--- config.mk ---
export PLATFORM = sky130hd
export DESIGN_NAME = i2c_ack_flag_ctrl
export DESIGN_NICKNAME = d
export VERILOG_FILES = /design/src/rtl/ackflag_pkg.sv /design/src/rtl/ackflag_judge.sv /design/src/rtl/ackflag_regs.sv /design/src/rtl/ackflag_xfer.sv /design/src/rtl/i2c_ack_flag_ctrl.sv
export SDC_FILE = /design/constraint.sdc
export NUM_CORES = 1
export LEC_CHECK = 0
export ABC_AREA = 1
export BUFFER_PORTS_ARGS = -buffer_cell sky130_fd_sc_hd__buf_2
export CAP_MARGIN = 20
export CELL_PAD_IN_SITES_DETAIL_PLACEMENT = 1
export CELL_PAD_IN_SITES_GLOBAL_PLACEMENT = 2
export CORE_UTILIZATION = 25
export CTS_BUF_LIST = sky130_fd_sc_hd__clkbuf_16
export DETAILED_ROUTE_END_ITERATION = 6
export GPL_ROUTABILITY_DRIVEN = 0
export GPL_TIMING_DRIVEN = 0
export PLACE_DENSITY_LB_ADDON = 0.1
export SLEW_MARGIN = 25
export SYNTH_ARGS = -nofsm -noshare
export SYNTH_HDL_FRONTEND = slang
export SYNTH_SLANG_ARGS = --single-unit
export TNS_END_PERCENT = 30
--- constraint.sdc ---
create_clock -name clk -period 1.2 [get_ports clk]
set_input_delay 0 -clock clk [delete_from_list [all_inputs] [get_ports clk]]
set_output_delay 0 -clock clk [all_outputs]
set_load 0.01 [all_outputs]
--- src/rtl/ackflag_pkg.sv ---
package ackflag_pkg;
    typedef struct packed {
        logic trq;
        logic irq;
        logic tde;
    } flags_t;
endpackage

--- src/rtl/ackflag_judge.sv ---
module ackflag_judge
    import ackflag_pkg::*;
(
    input  logic   byte_done,
    input  logic   rx_ack,
    input  logic   judge_en,
    output flags_t set_o,
    output logic   nack_o,
    output logic   ack_load_o,
    output logic   ack_clr_o
);
    logic good;

    always_comb begin
        good       = !judge_en || !rx_ack;
        set_o.tde  = byte_done && good;
        set_o.trq  = byte_done && good;
        set_o.irq  = byte_done;
        nack_o     = byte_done && judge_en && rx_ack;
        ack_load_o = byte_done && judge_en;
        ack_clr_o  = !judge_en;
    end
endmodule

--- src/rtl/ackflag_regs.sv ---
module ackflag_regs
    import ackflag_pkg::*;
(
    input  logic   clk,
    input  logic   rst_n,
    input  flags_t set_i,
    input  flags_t sw_clr_i,
    input  flags_t dma_clr_i,
    input  logic   nack_i,
    input  logic   ack_load_i,
    input  logic   ack_val_i,
    input  logic   ack_clr_i,
    output flags_t flags_o,
    output logic   ack_o
);
    typedef struct packed {
        flags_t f;
        logic   ack;
    } regs_t;

    regs_t r_d, r_q;
    flags_t clr;

    always_comb begin
        r_d = r_q;
        clr = sw_clr_i | dma_clr_i;
        // set has priority over any clear
        r_d.f = set_i | (r_q.f & ~clr);
        if (ack_clr_i)       r_d.ack = 1'b0;
        else if (ack_load_i) r_d.ack = ack_val_i;
    end

    always_ff @(posedge clk or negedge rst_n) begin
        if (!rst_n) r_q <= '0;
        else        r_q <= r_d;
    end

    assign flags_o = r_q.f;
    assign ack_o   = r_q.ack;

    assert_ack_zero_R1: assert property (@(posedge clk) disable iff (!rst_n)
        ack_clr_i |=> !r_q.ack);
    assert_nack_no_req_R4: assert property (@(posedge clk) disable iff (!rst_n)
        (nack_i && !r_q.f.trq) |=> !r_q.f.trq);
    assert_set_wins_R7: assert property (@(posedge clk) disable iff (!rst_n)
        (set_i.irq && sw_clr_i.irq) |=> r_q.f.irq);
    assert_ack_latch_R5: assert property (@(posedge clk) disable iff (!rst_n)
        (ack_load_i && !ack_clr_i) |=> (r_q.ack == $past(ack_val_i)));
endmodule

--- src/rtl/ackflag_xfer.sv ---
module ackflag_xfer #(
    parameter int CNT_W = 8
) (
    input  logic             clk,
    input  logic             rst_n,
    input  logic             start_i,
    input  logic [CNT_W-1:0] len_i,
    input  logic             req_i,
    input  logic             abort_i,
    output logic             busy_o,
    output logic             xfer_o,
    output logic             last_o
);
    localparam logic [CNT_W-1:0] ONE = CNT_W'(1);

    typedef struct packed {
        logic             run;
        logic [CNT_W-1:0] left;
    } xs_t;

    xs_t s_d, s_q;

    always_comb begin
        s_d    = s_q;
        xfer_o = s_q.run && req_i;
        last_o = xfer_o && (s_q.left == ONE);
        if (start_i) begin
            s_d.left = len_i;
            s_d.run  = (len_i != '0);
        end else if (abort_i) begin
            s_d.run  = 1'b0;
            s_d.left = '0;
        end else if (xfer_o) begin
            s_d.left = s_q.left - ONE;
            if (last_o) s_d.run = 1'b0;
        end
    end

    always_ff @(posedge clk or negedge rst_n) begin
        if (!rst_n) s_q <= '0;
        else        s_q <= s_d;
    end

    assign busy_o = s_q.run;

    assert_count_live_R8: assert property (@(posedge clk) disable iff (!rst_n)
        s_q.run |-> (s_q.left != '0));
    assert_last_ends_R9: assert property (@(posedge clk) disable iff (!rst_n)
        (last_o && !start_i) |=> !s_q.run);
    assert_abort_R4: assert property (@(posedge clk) disable iff (!rst_n)
        (abort_i && !start_i) |=> !s_q.run);
    assert_zero_len_R11: assert property (@(posedge clk) disable iff (!rst_n)
        (start_i && len_i == '0) |=> !s_q.run);
endmodule

--- src/rtl/i2c_ack_flag_ctrl.sv ---
module i2c_ack_flag_ctrl
    import ackflag_pkg::*;
#(
    parameter int CNT_W = 8
) (
    input  logic             clk,
    input  logic             rst_n,
    input  logic             byte_done,
    input  logic             rx_ack,
    input  logic             judge_en,
    input  logic             irq_en,
    input  logic             sw_wr,
    input  logic [2:0]       sw_wdata,
    input  logic             dma_start,
    input  logic [CNT_W-1:0] dma_len,
    output logic             tde_flag,
    output logic             irq_flag,
    output logic             trq_flag,
    output logic             ack_stat,
    output logic             irq_out,
    output logic             dma_xfer,
    output logic             dma_busy
);
    flags_t set_v, sw_clr, dma_clr, flags;
    logic   nack, ack_load, ack_clr, last;

    ackflag_judge u_judge (
        .byte_done (byte_done),
        .rx_ack    (rx_ack),
        .judge_en  (judge_en),
        .set_o     (set_v),
        .nack_o    (nack),
        .ack_load_o(ack_load),
        .ack_clr_o (ack_clr)
    );

    always_comb begin
        sw_clr     = sw_wr ? flags_t'(~sw_wdata) : '0;
        dma_clr.tde = dma_xfer;
        dma_clr.trq = dma_xfer;
        dma_clr.irq = last;
    end

    ackflag_regs u_regs (
        .clk       (clk),
        .rst_n     (rst_n),
        .set_i     (set_v),
        .sw_clr_i  (sw_clr),
        .dma_clr_i (dma_clr),
        .nack_i    (nack),
        .ack_load_i(ack_load),
        .ack_val_i (rx_ack),
        .ack_clr_i (ack_clr),
        .flags_o   (flags),
        .ack_o     (ack_stat)
    );

    ackflag_xfer #(.CNT_W(CNT_W)) u_xfer (
        .clk    (clk),
        .rst_n  (rst_n),
        .start_i(dma_start),
        .len_i  (dma_len),
        .req_i  (flags.trq),
        .abort_i(nack),
        .busy_o (dma_busy),
        .xfer_o (dma_xfer),
        .last_o (last)
    );

    assign tde_flag = flags.tde;
    assign irq_flag = flags.irq;
    assign trq_flag = flags.trq;
    assign irq_out  = flags.irq && irq_en && !dma_busy;

    assert_irq_gate_R10: assert property (@(posedge clk) disable iff (!rst_n)
        (irq_out |-> (irq_flag && irq_en && !dma_busy)));
    assert_last_clears_R9: assert property (@(posedge clk) disable iff (!rst_n)
        (last && !byte_done) |=> (!tde_flag && !irq_flag && !trq_flag));
    assert_all_set_R2: assert property (@(posedge clk) disable iff (!rst_n)
        (byte_done && !judge_en) |=> (tde_flag && irq_flag && trq_flag));
endmodule

==> results of run 1 <==
-- Yosys cell counts (2+ instances only) --
library cell	number	area [sq um]
o21ai_1	2	10.0
a21boi_1	2	15.0
inv_2	2	7.51
ha_1	2	25.0
o21ai_0	7	35.0
nand3_2	2	20.0
a21oi_2	2	17.5
nor2_1	8	30.0
o211ai_1	2	15.0
nand2_1	25	93.8
dfrtp_1	13	325
o21ai_2	3	26.3
nor2_2	4	25.0
nand3_1	11	55.1
o22ai_1	4	25.0
inv_1	18	67.6
inv_4	2	12.5
-- power breakdown --
group          total [mW]  internal (mW)  switching (mW)
Combinational       0.552          0.235           0.317
Sequential          0.576          0.502          0.0738
Clock               0.633          0.441           0.192
-- how the worst max path moves through the flow --
stage | start | to | slack, ns | cells after the start
3_5_place_dp | u_xfer.s_q[0]$_DFFE_PN0P_ | u_xfer.s_q[4]$_DFFE_PN0P_ | -0.18 | 9
6_report | u_xfer.s_q[1]$_DFFE_PN0P_ | u_xfer.s_q[4]$_DFFE_PN0P_ | -0.09 | 10
5_1_grt | u_xfer.s_q[1]$_DFFE_PN0P_ | u_xfer.s_q[4]$_DFFE_PN0P_ | -0.18 | 10
3_3_place_gp | u_xfer.s_q[0]$_DFFE_PN0P_ | u_xfer.s_q[4]$_DFFE_PN0P_ | -0.18 | 9
2_1_floorplan | u_xfer.s_q[0]$_DFFE_PN0P_ | u_xfer.s_q[4]$_DFFE_PN0P_ | 0.007 | 9
4_1_cts | u_xfer.s_q[1]$_DFFE_PN0P_ | u_regs.flags_o[1]$_DFF_PN0_ | -0.09 | 7
-- per-layer routing --
metal,up-vias,track usage (%),wire length [microns]
met4,0,5.84,15
met3,2,2.52,43
met5,-,0,0
li1,448,-,-
met2,6,24.2,1300
met1,405,22.2,1270
-- what timing repair did --
item / in CTS / in global routing
hold buffers: 1 / 0
hold endpoints to repair: 13 / 0
buffers inserted: 4 / 2
endpoints found under the setup margin: 4 / 10
resized for setup: 10 / 12
pin swaps: 6 / 6
gates cloned: 0 / 0
-- per-stage QoR --
stage          util, %  setup TNS, ns
2_1_floorplan        -              0
3_3_place_gp      31.7         -0.362
3_5_place_dp      31.7         -0.393
4_1_cts           36.1         -0.165
5_1_grt           37.9         -0.980
6_report          37.9         -0.222
-- cell families (layout without fill, tap and decap cells) --
group	Yosys count	count (layout)	synth area share (%)
compound gates	24	24	18.0
fa+ha+maj	2	2	2.86
buf+inv	23	59	11.3
flops	13	13	37.1
simple gates	53	53	30.7
-- worst register-to-register path, stage by stage, from the launching register on --
cell and delay [ns]:
dfrtp_1 0.39, inv_2 0.10, buf_4 0.13, ha_4 0.13, inv_2 0.05, nor2_4 0.10, nand3_2 0.08, nand3_2 0.06
nand2_1 0.05, nand2_1 0.07, o21ai_2 0.05
-- state kept, by name (all words and copies together), names as in the netlist --
register / flops
u_xfer.s_q: 8
u_regs.flags_o: 3
u_regs.ack_o: 1
u_xfer.busy_o: 1
-- final cells by class --
class	instances	area, sq um	share of cell area [%]
multi-input combinational	79	522	41.2
sequential	13	328	25.9
timing repair buffer	32	180	14.2
inverter	23	98.8	7.81
clock buffer	3	75.1	5.93
tap	46	57.6	4.55
clock inverter	1	3.75	0.297
==> run_results.csv, run 1 <==
group,metric,value,unit
cts,htreeDepth,1,
placed_design,dp.cells,186,
worst_setup_path,cp.arrival,1.42,ns
routing,drc,0,
final_layout,final_common_cell,"buf_2",
worst_setup_path,crit_slowest_cell,"dfrtp_1",
cts,cts_buffer_depth,2,
floorplan,rows,21,
placed_design,dp_slack,-0.181,ns
routing,vias_per_cell,4.37,
timing,maxSlewViolCount,0,
timing,hold_violations,0,
timing,fin_crit,1.29,ns
timing,skew,0.00124,ns
final_layout,layout.nets,173,
routing,drt-wirelength-per-cell,13.3,microns
synthesis,synth_edf_count,0,
worst_setup_path,r2r_start,"u_xfer.s_q[1]$_DFFE_PN0P_",
global_route,grt-ovfl-total,0,
cts,cts_made_buffers,3,
placed_design,dpl.hpwl,2060,microns
timing,fmax,776,MHz
floorplan,coreArea,3340,sq um
routing,vias,861,
global_route,antenna_found_initial,0,
timing,finalHoldWorstSlack,0.0118,ns
job,cap_violations,0,
final_layout,nFillCells,435,
final_layout,antennaDiodeCount,0,
synthesis,ys.flop_type,"dfrtp_1",
timing,postLayoutSetupSlackWorst,-0.0893,ns
final_layout,drive_gt1_share,45.7,%
global_route,grt_max_degree,14,
worst_setup_path,endpoint_kind,"flop",
worst_hold_path,hp-start,"byte_done",
cts,cts_tree,"built",
synthesis,syn_area_per_cell,7.62,sq um
placed_design,io_buffers,25,
synthesis,syn-cell-area,876,sq um
floorplan,start_util,26.2,%
synthesis,syn_inst,115,
worst_setup_path,path_delay_family,"flip-flops",
synthesis,synthArstFlopShare,100,%
routing,drt.antenna.violating_nets,0,
synthesis,synth_seq_cells,13,
global_route,grt_usage,15.8,%
synthesis,seq_area_frac_synth,37.1,%
worst_setup_path,cp_max_fo,4,
worst_setup_path,path_cells,"inv_2, buf_4, ha_4, inv_2, nor2_4, nand3_2, nand3_2, nand2_1, nand2_1, o21ai_2",
final_layout,final_cell_mix,"25 x buf_2, 21 x nand2_1, 16 x inv_1, 11 x dfrtp_1, 9 x nand3_1",
floorplan,die_x,61.2,microns
global_route,grt_pass1_vias,833,
routing,postRouteWirelength,2630,microns
outcome,violations,"negative setup slack",
worst_setup_path,path_class,"reg2reg",
routing,dr.first_iter.drc_count,10,
power,cellPowerDensity,1390,nW/um^2
worst_setup_path,max_stage_delay,0.39,ns
timing,finalSetupViolCount,7,
floorplan,dieHeight,61.2,microns
cts,path_clk_slew,0.05,ns
worst_setup_path,startpoint_type,"flop",
cts,cts-root-buf,"clkbuf_16",
worst_setup_path,path_buf_inv,3,
worst_setup_path,ff2ff_setup_slack,-0.09,ns
timing,fin_crit_sh,107,%
worst_hold_path,hold_end,"u_regs.flags_o[1]$_DFF_PN0_",
timing,max-slew-margin-rel,77.0,%
final_layout,finalInstanceArea,1260,sq um
final_layout,synthToLayoutAreaGrowth,44.4,%
timing,worst_pin_slew,0.345,ns
worst_hold_path,hold_class,"in2reg",
worst_setup_path,crit_required,1.33,ns
power,p_leak,0.629,nW
worst_setup_path,rr_endpoint,"u_xfer.s_q[4]$_DFFE_PN0P_",
floorplan,io_pins,26,
final_layout,layout.cells.non_filler,197,
routing,drtPass1Iterations,3,
power,power,1.76,mW
synthesis,synth_cell_type_count,23,
worst_setup_path,reg2reg_depth,10,
cts,cts_sinks,13,
cts,worstSkewPairLatency,0.24,ns
worst_hold_path,holdPathStages,3,
floorplan,die_area,3740,sq um
power,max-vdd-ir-drop,0.525,mV
global_route,grt_pass1_wl,4110,microns
timing,rsz0062_at_grt,"true",
synthesis,syn-num-nets,136,
synthesis,ys_warn_count,0,
outcome,status,"finished with violations",
placed_design,dpl_cell_area,1060,sq um
No activity file was read; power rests on OpenSTA's default activity.
==> run 2, diff against run 1 <==
--- a/config.mk
+++ b/config.mk
@@ -10,7 +10,7 @@
 export CAP_MARGIN = 20
 export CELL_PAD_IN_SITES_DETAIL_PLACEMENT = 1
 export CELL_PAD_IN_SITES_GLOBAL_PLACEMENT = 2
-export CORE_UTILIZATION = 25
+export CORE_UTILIZATION = 29
 export CTS_BUF_LIST = sky130_fd_sc_hd__clkbuf_16
 export DETAILED_ROUTE_END_ITERATION = 6
 export GPL_ROUTABILITY_DRIVEN = 0
==> constraint.sdc (replaced) <==
create_clock -name clk -period 1.7 [get_ports clk]
set_input_delay 0 -clock clk [delete_from_list [all_inputs] [get_ports clk]]
set_output_delay 0 -clock clk [all_outputs]
set_load 0.01 [all_outputs]
==> run_results.csv, run 2 (synthesized netlist as in run 1, its figures left out) <==
group,metric,value,unit
power,switchingPower,374,uW
timing,worst_pin_slew,0.334,ns
final_layout,seq_area,325,sq um
cts,post_cts_buffers,0,
timing,skew,0.00486,ns
routing,vias,859,
cts,cts_buffer_depth,2,
worst_setup_path,path_delay_family,"simple AND/OR/NAND/NOR gates",
final_layout,final_cell_mix,"25 x nand2_1, 25 x buf_2, 19 x inv_1, 13 x dfrtp_1, 11 x nand3_1",
final_layout,synthToLayoutAreaGrowth,28.9,%
cts,cts-root-buf,"clkbuf_16",
final_layout,multi_input_area,452,sq um
power,seq_power_share,34.4,%
timing,maxSlewViolCount,0,
worst_setup_path,crit_required,1.83,ns
power,p_leak,0.595,nW
worst_setup_path,cp.arrival,1.60,ns
timing,hold_violations,0,
cts,cts_made_buffers,3,
power,p_int,776,uW
placed_design,dpl_cell_area,1040,sq um
timing,rsz0062_at_grt,"false",
worst_setup_path,endpoint_kind,"flop",
routing,drt-wirelength-per-cell,14.8,microns
timing,postLayoutSetupSlackWorst,0.235,ns
cts,htreeDepth,1,
routing,drtPass1Iterations,5,
worst_hold_path,hold_class,"in2reg",
floorplan,coreArea,2810,sq um
timing,finalSetupViolCount,0,
cts,path_clk_slew,0.05,ns
power,p_sw_share,32.6,%
worst_setup_path,max_stage_delay,0.42,ns
timing,fmax,683,MHz
worst_setup_path,path_class,"reg2reg",
power,pwr-share-clk,38.9,%
global_route,grt_pass1_wl,4410,microns
worst_setup_path,crit_slowest_cell,"dfrtp_1",
worst_setup_path,path_cells,"inv_1, ha_1, inv_1, nor2_1, nand3_1, nand3_2, nand2_1, nand2_1, o21ai_2",
routing,postRouteWirelength,2610,microns
timing,fin_crit,1.46,ns
global_route,antenna_found_initial,0,
outcome,violations,"design-rule violations",
cts,cts_resized,0,
floorplan,dieHeight,57.0,microns
routing,dr.first_iter.drc_count,14,
power,cellPowerDensity,1020,nW/um^2
global_route,grt_pass1_vias,965,
timing,finalSetupTns,0,ns
timing,finalHoldWorstSlack,0.0121,ns
floorplan,rows,19,
final_layout,antennaDiodeCount,0,
placed_design,dpl.hpwl,2120,microns
routing,drc,2,
timing,fin_crit_sh,86.2,%
timing,max-slew-margin-rel,77.7,%
final_layout,regMostFlops,"u_xfer.s_q",
final_layout,drive_gt1_share,31.7,%
final_layout,nFillCells,364,
power,p_comb_share,26.7,%
floorplan,die_x,57.0,microns
floorplan,die_area,3240,sq um
placed_design,dp_slack,0.244,ns
worst_setup_path,startpoint_type,"flop",
cts,cts_sinks,13,
final_layout,layout.nets,167,
floorplan,io_pins,26,
global_route,grt-ovfl-total,0,
final_layout,largest_reg_flops,8,
power,power,1.15,mW
power,max-vdd-ir-drop,0.446,mV
job,cap_violations,0,
cts,worstSkewPairLatency,0.24,ns
final_layout,finalInstanceArea,1130,sq um
routing,drt.antenna.violating_nets,0,
routing,vias_per_cell,4.88,
floorplan,start_util,31.2,%
worst_setup_path,cp_max_fo,4,
worst_setup_path,path_buf_inv,2,
cts,cts_tree,"built",
global_route,grt_usage,18.1,%
placed_design,io_buffers,25,
cts,ctsHoldBuffers,1,
outcome,status,"finished with violations",
global_route,grt_max_degree,14,
[run 2: layout make-up]
cell class | instances | share of cell area, %
Clock inverter | 1 | 0.333
Clock buffer | 3 | 6.65
Tap cell | 31 | 3.44
Inverter | 23 | 8.76
Multi-Input combinational cell | 79 | 40.0
Timing Repair Buffer | 26 | 12.0
Sequential cell | 13 | 28.8
[run 2: metal layers]
metal  track usage, %  routed length [microns]  vias up
met4             4.88                       21        0
li1                 -                        -      433
met1             21.3                     1180      406
met3             4.99                       82        4
met2             32.3                     1330       16
met5                0                        0        -
[run 2: stage by stage]
stage | cells | util, %
2_1_floorplan | 115 | -
3_3_place_gp | 171 | 37.1
4_1_cts | 176 | 40.2
3_5_place_dp | 171 | 37.1
6_report | 176 | 40.2
5_1_grt | 176 | 40.2
[run 2: power by group through the flow]
stage	sequential, mW	combinational [mW]	clock (mW)
final	0.396	0.307	0.447
after global routing	0.401	0.347	0.475
after CTS	0.396	0.313	0.456
after detailed placement	0.401	0.310	0
after global placement	0.400	0.295	0
after floorplan	0.396	0.201	0
[run 2: path summary, 6_finish.rpt]
path / startpoint / to / slack, ns / cells after the start
max: u_xfer.s_q[0]$_DFFE_PN0P_ / u_xfer.s_q[4]$_DFFE_PN0P_ / 0.24 / 9
min: byte_done / u_regs.flags_o[1]$_DFF_PN0_ / 0.01 / 3
max reg2reg: u_xfer.s_q[0]$_DFFE_PN0P_ / u_xfer.s_q[4]$_DFFE_PN0P_ / 0.24 / 9
min reg2reg: u_regs.ack_o$_DFFE_PN0P_ / u_regs.ack_o$_DFFE_PN0P_ / 0.51 / 2
max in group asynchronous: rst_n / u_xfer.s_q[6]$_DFFE_PN0P_ / 1.26 / 2
min in group asynchronous: rst_n / u_regs.ack_o$_DFFE_PN0P_ / 0.19 / 2
[run 2: worst min-delay path, cell delays in order]
cell and delay, ns:
buf_2 0.11, inv_1 0.06, nand2_1 0.06
==> run 3, diff against run 2 <==
--- a/config.mk
+++ b/config.mk
@@ -10,12 +10,13 @@
 export CAP_MARGIN = 20
 export CELL_PAD_IN_SITES_DETAIL_PLACEMENT = 1
 export CELL_PAD_IN_SITES_GLOBAL_PLACEMENT = 2
+export CORE_MARGIN = 2
 export CORE_UTILIZATION = 29
 export CTS_BUF_LIST = sky130_fd_sc_hd__clkbuf_16
 export DETAILED_ROUTE_END_ITERATION = 6
 export GPL_ROUTABILITY_DRIVEN = 0
 export GPL_TIMING_DRIVEN = 0
-export PLACE_DENSITY_LB_ADDON = 0.1
+export PLACE_DENSITY = 0.92
 export SLEW_MARGIN = 25
 export SYNTH_ARGS = -nofsm -noshare
 export SYNTH_HDL_FRONTEND = slang
==> run_results.csv, run 3 (synthesized netlist as in run 1, its figures left out) <==
group,metric,value,unit
outcome,status,"finished clean",
cts,cts-root-buf,"clkbuf_16",
floorplan,die_area,3480,sq um
floorplan,die_x,59.0,microns
routing,drt-wirelength-per-cell,13.8,microns
final_layout,layout.nets,167,
cts,cts_resized,0,
power,max-vdd-ir-drop,0.620,mV
cts,htreeDepth,1,
timing,finalSetupTns,0,ns
worst_setup_path,startpoint_type,"flop",
final_layout,synthToLayoutAreaGrowth,28.9,%
worst_setup_path,cp.arrival,1.58,ns
final_layout,largest_reg_flops,8,
floorplan,start_util,31.2,%
timing,worst_pin_slew,0.317,ns
worst_setup_path,endpoint_kind,"flop",
job,cap_violations,0,
timing,fin_crit,1.45,ns
timing,hold_violations,0,
timing,fin_crit_sh,85.1,%
final_layout,multi_input_area,452,sq um
floorplan,dieHeight,59.0,microns
final_layout,drive_gt1_share,31.7,%
timing,max-slew-margin-rel,78.9,%
cts,cts_buffer_depth,2,
worst_setup_path,reg2reg_depth,9,
worst_hold_path,holdPathStages,3,
global_route,grt_pass1_wl,4310,microns
global_route,antenna_found_initial,0,
routing,vias_per_cell,4.94,
global_route,grt_pass1_vias,979,
cts,cts_sinks,13,
final_layout,seq_area,325,sq um
power,power,1.15,mW
timing,finalSetupViolCount,0,
worst_setup_path,crit_required,1.83,ns
power,p_sw_share,32.2,%
floorplan,rows,19,
power,p_int,776,uW
worst_hold_path,hold_class,"in2reg",
final_layout,regMostFlops,"u_xfer.s_q",
routing,vias,869,
routing,postRouteWirelength,2440,microns
power,switchingPower,369,uW
routing,drtPass1Iterations,4,
final_layout,antennaDiodeCount,0,
routing,dr.first_iter.drc_count,8,
global_route,grt-ovfl-total,0,
power,cellPowerDensity,1010,nW/um^2
power,p_comb_share,26.5,%
routing,drt.antenna.violating_nets,0,
placed_design,dpl.hpwl,2000,microns
cts,worstSkewPairLatency,0.24,ns
routing,drc,0,
timing,skew,0.00228,ns
timing,maxSlewViolCount,0,
cts,path_clk_slew,0.05,ns
worst_setup_path,cp_max_fo,4,
final_layout,nFillCells,379,
floorplan,io_pins,26,
power,seq_power_share,34.5,%
final_layout,final_cell_mix,"25 x nand2_1, 25 x buf_2, 19 x inv_1, 13 x dfrtp_1, 11 x nand3_1",
cts,post_cts_buffers,0,
cts,ctsHoldBuffers,1,
global_route,grt_max_degree,14,
floorplan,coreArea,2810,sq um
cts,cts_made_buffers,3,
placed_design,io_buffers,25,
power,pwr-share-clk,39.0,%
power,p_leak,0.595,nW
timing,fmax,691,MHz
cts,cts_tree,"built",
global_route,grt_usage,16.5,%
timing,rsz0062_at_grt,"false",
worst_setup_path,path_class,"reg2reg",
-- run 3: power by group through the flow --
stage	clock network, mW	logic, mW	registers [mW]
after global placement	0	0.291	0.399
after detailed placement	0	0.304	0.401
after floorplan	0	0.201	0.396
final	0.447	0.303	0.395
after global routing	0.468	0.351	0.403
after CTS	0.453	0.309	0.396
-- run 3: critical path: stages (launching register included) --
cell and delay [ns]:
dfrtp_1 0.41, inv_1 0.13, ha_1 0.18, inv_1 0.06
nor2_1 0.18, nand3_1 0.12, nand3_2 0.09, nand2_1 0.05
nand2_1 0.07, o21ai_2 0.05
-- run 3: layout make-up --
class	instances	share of cell area (%)
multi-input cells	79	40.0
flip-flops and latches	13	28.8
repair buffers	26	12.0
inverters	23	8.76
clock buffers	3	6.65
well taps	31	3.44
clock inverters	1	0.333
-- run 3: layer usage --
| layer | wire, microns | global-route usage (%) | share of wire [%] |
|---|---|---|---|
| met1 | 1060 | 19.1 | 43 |
| met2 | 1280 | 29.7 | 53 |
| met3 | 53 | 2.20 | 2.2 |
| met4 | 43 | 7.47 | 1.8 |
| met5 | 0 | 0 | 0 |
-- run 3: final timing paths --
kind	from	end	slack (ns)
max	u_xfer.s_q[0]$_DFFE_PN0P_	u_xfer.s_q[4]$_DFFE_PN0P_	0.25
min	sw_wdata[1]	u_regs.flags_o[1]$_DFF_PN0_	0.02
max reg2reg	u_xfer.s_q[0]$_DFFE_PN0P_	u_xfer.s_q[4]$_DFFE_PN0P_	0.25
min reg2reg	u_regs.ack_o$_DFFE_PN0P_	u_regs.ack_o$_DFFE_PN0P_	0.50
max in group asynchronous	rst_n	u_xfer.s_q[5]$_DFFE_PN0P_	1.29
min in group asynchronous	rst_n	u_xfer.s_q[0]$_DFFE_PN0P_	0.17
-- run 3: stage by stage --
stage	area [sq um]	hold slack [ns]	cells	setup WS (ns)	util, %
2_1_floorplan	876	-0.296	115	0.480	-
3_3_place_gp	1040	-0.0863	171	0.358	37.1
3_5_place_dp	1040	-0.0859	171	0.261	37.1
4_1_cts	1130	0.0269	176	0.245	40.2
5_1_grt	1130	0.0456	176	0.0672	40.2
6_report	1130	0.0222	176	0.253	40.2
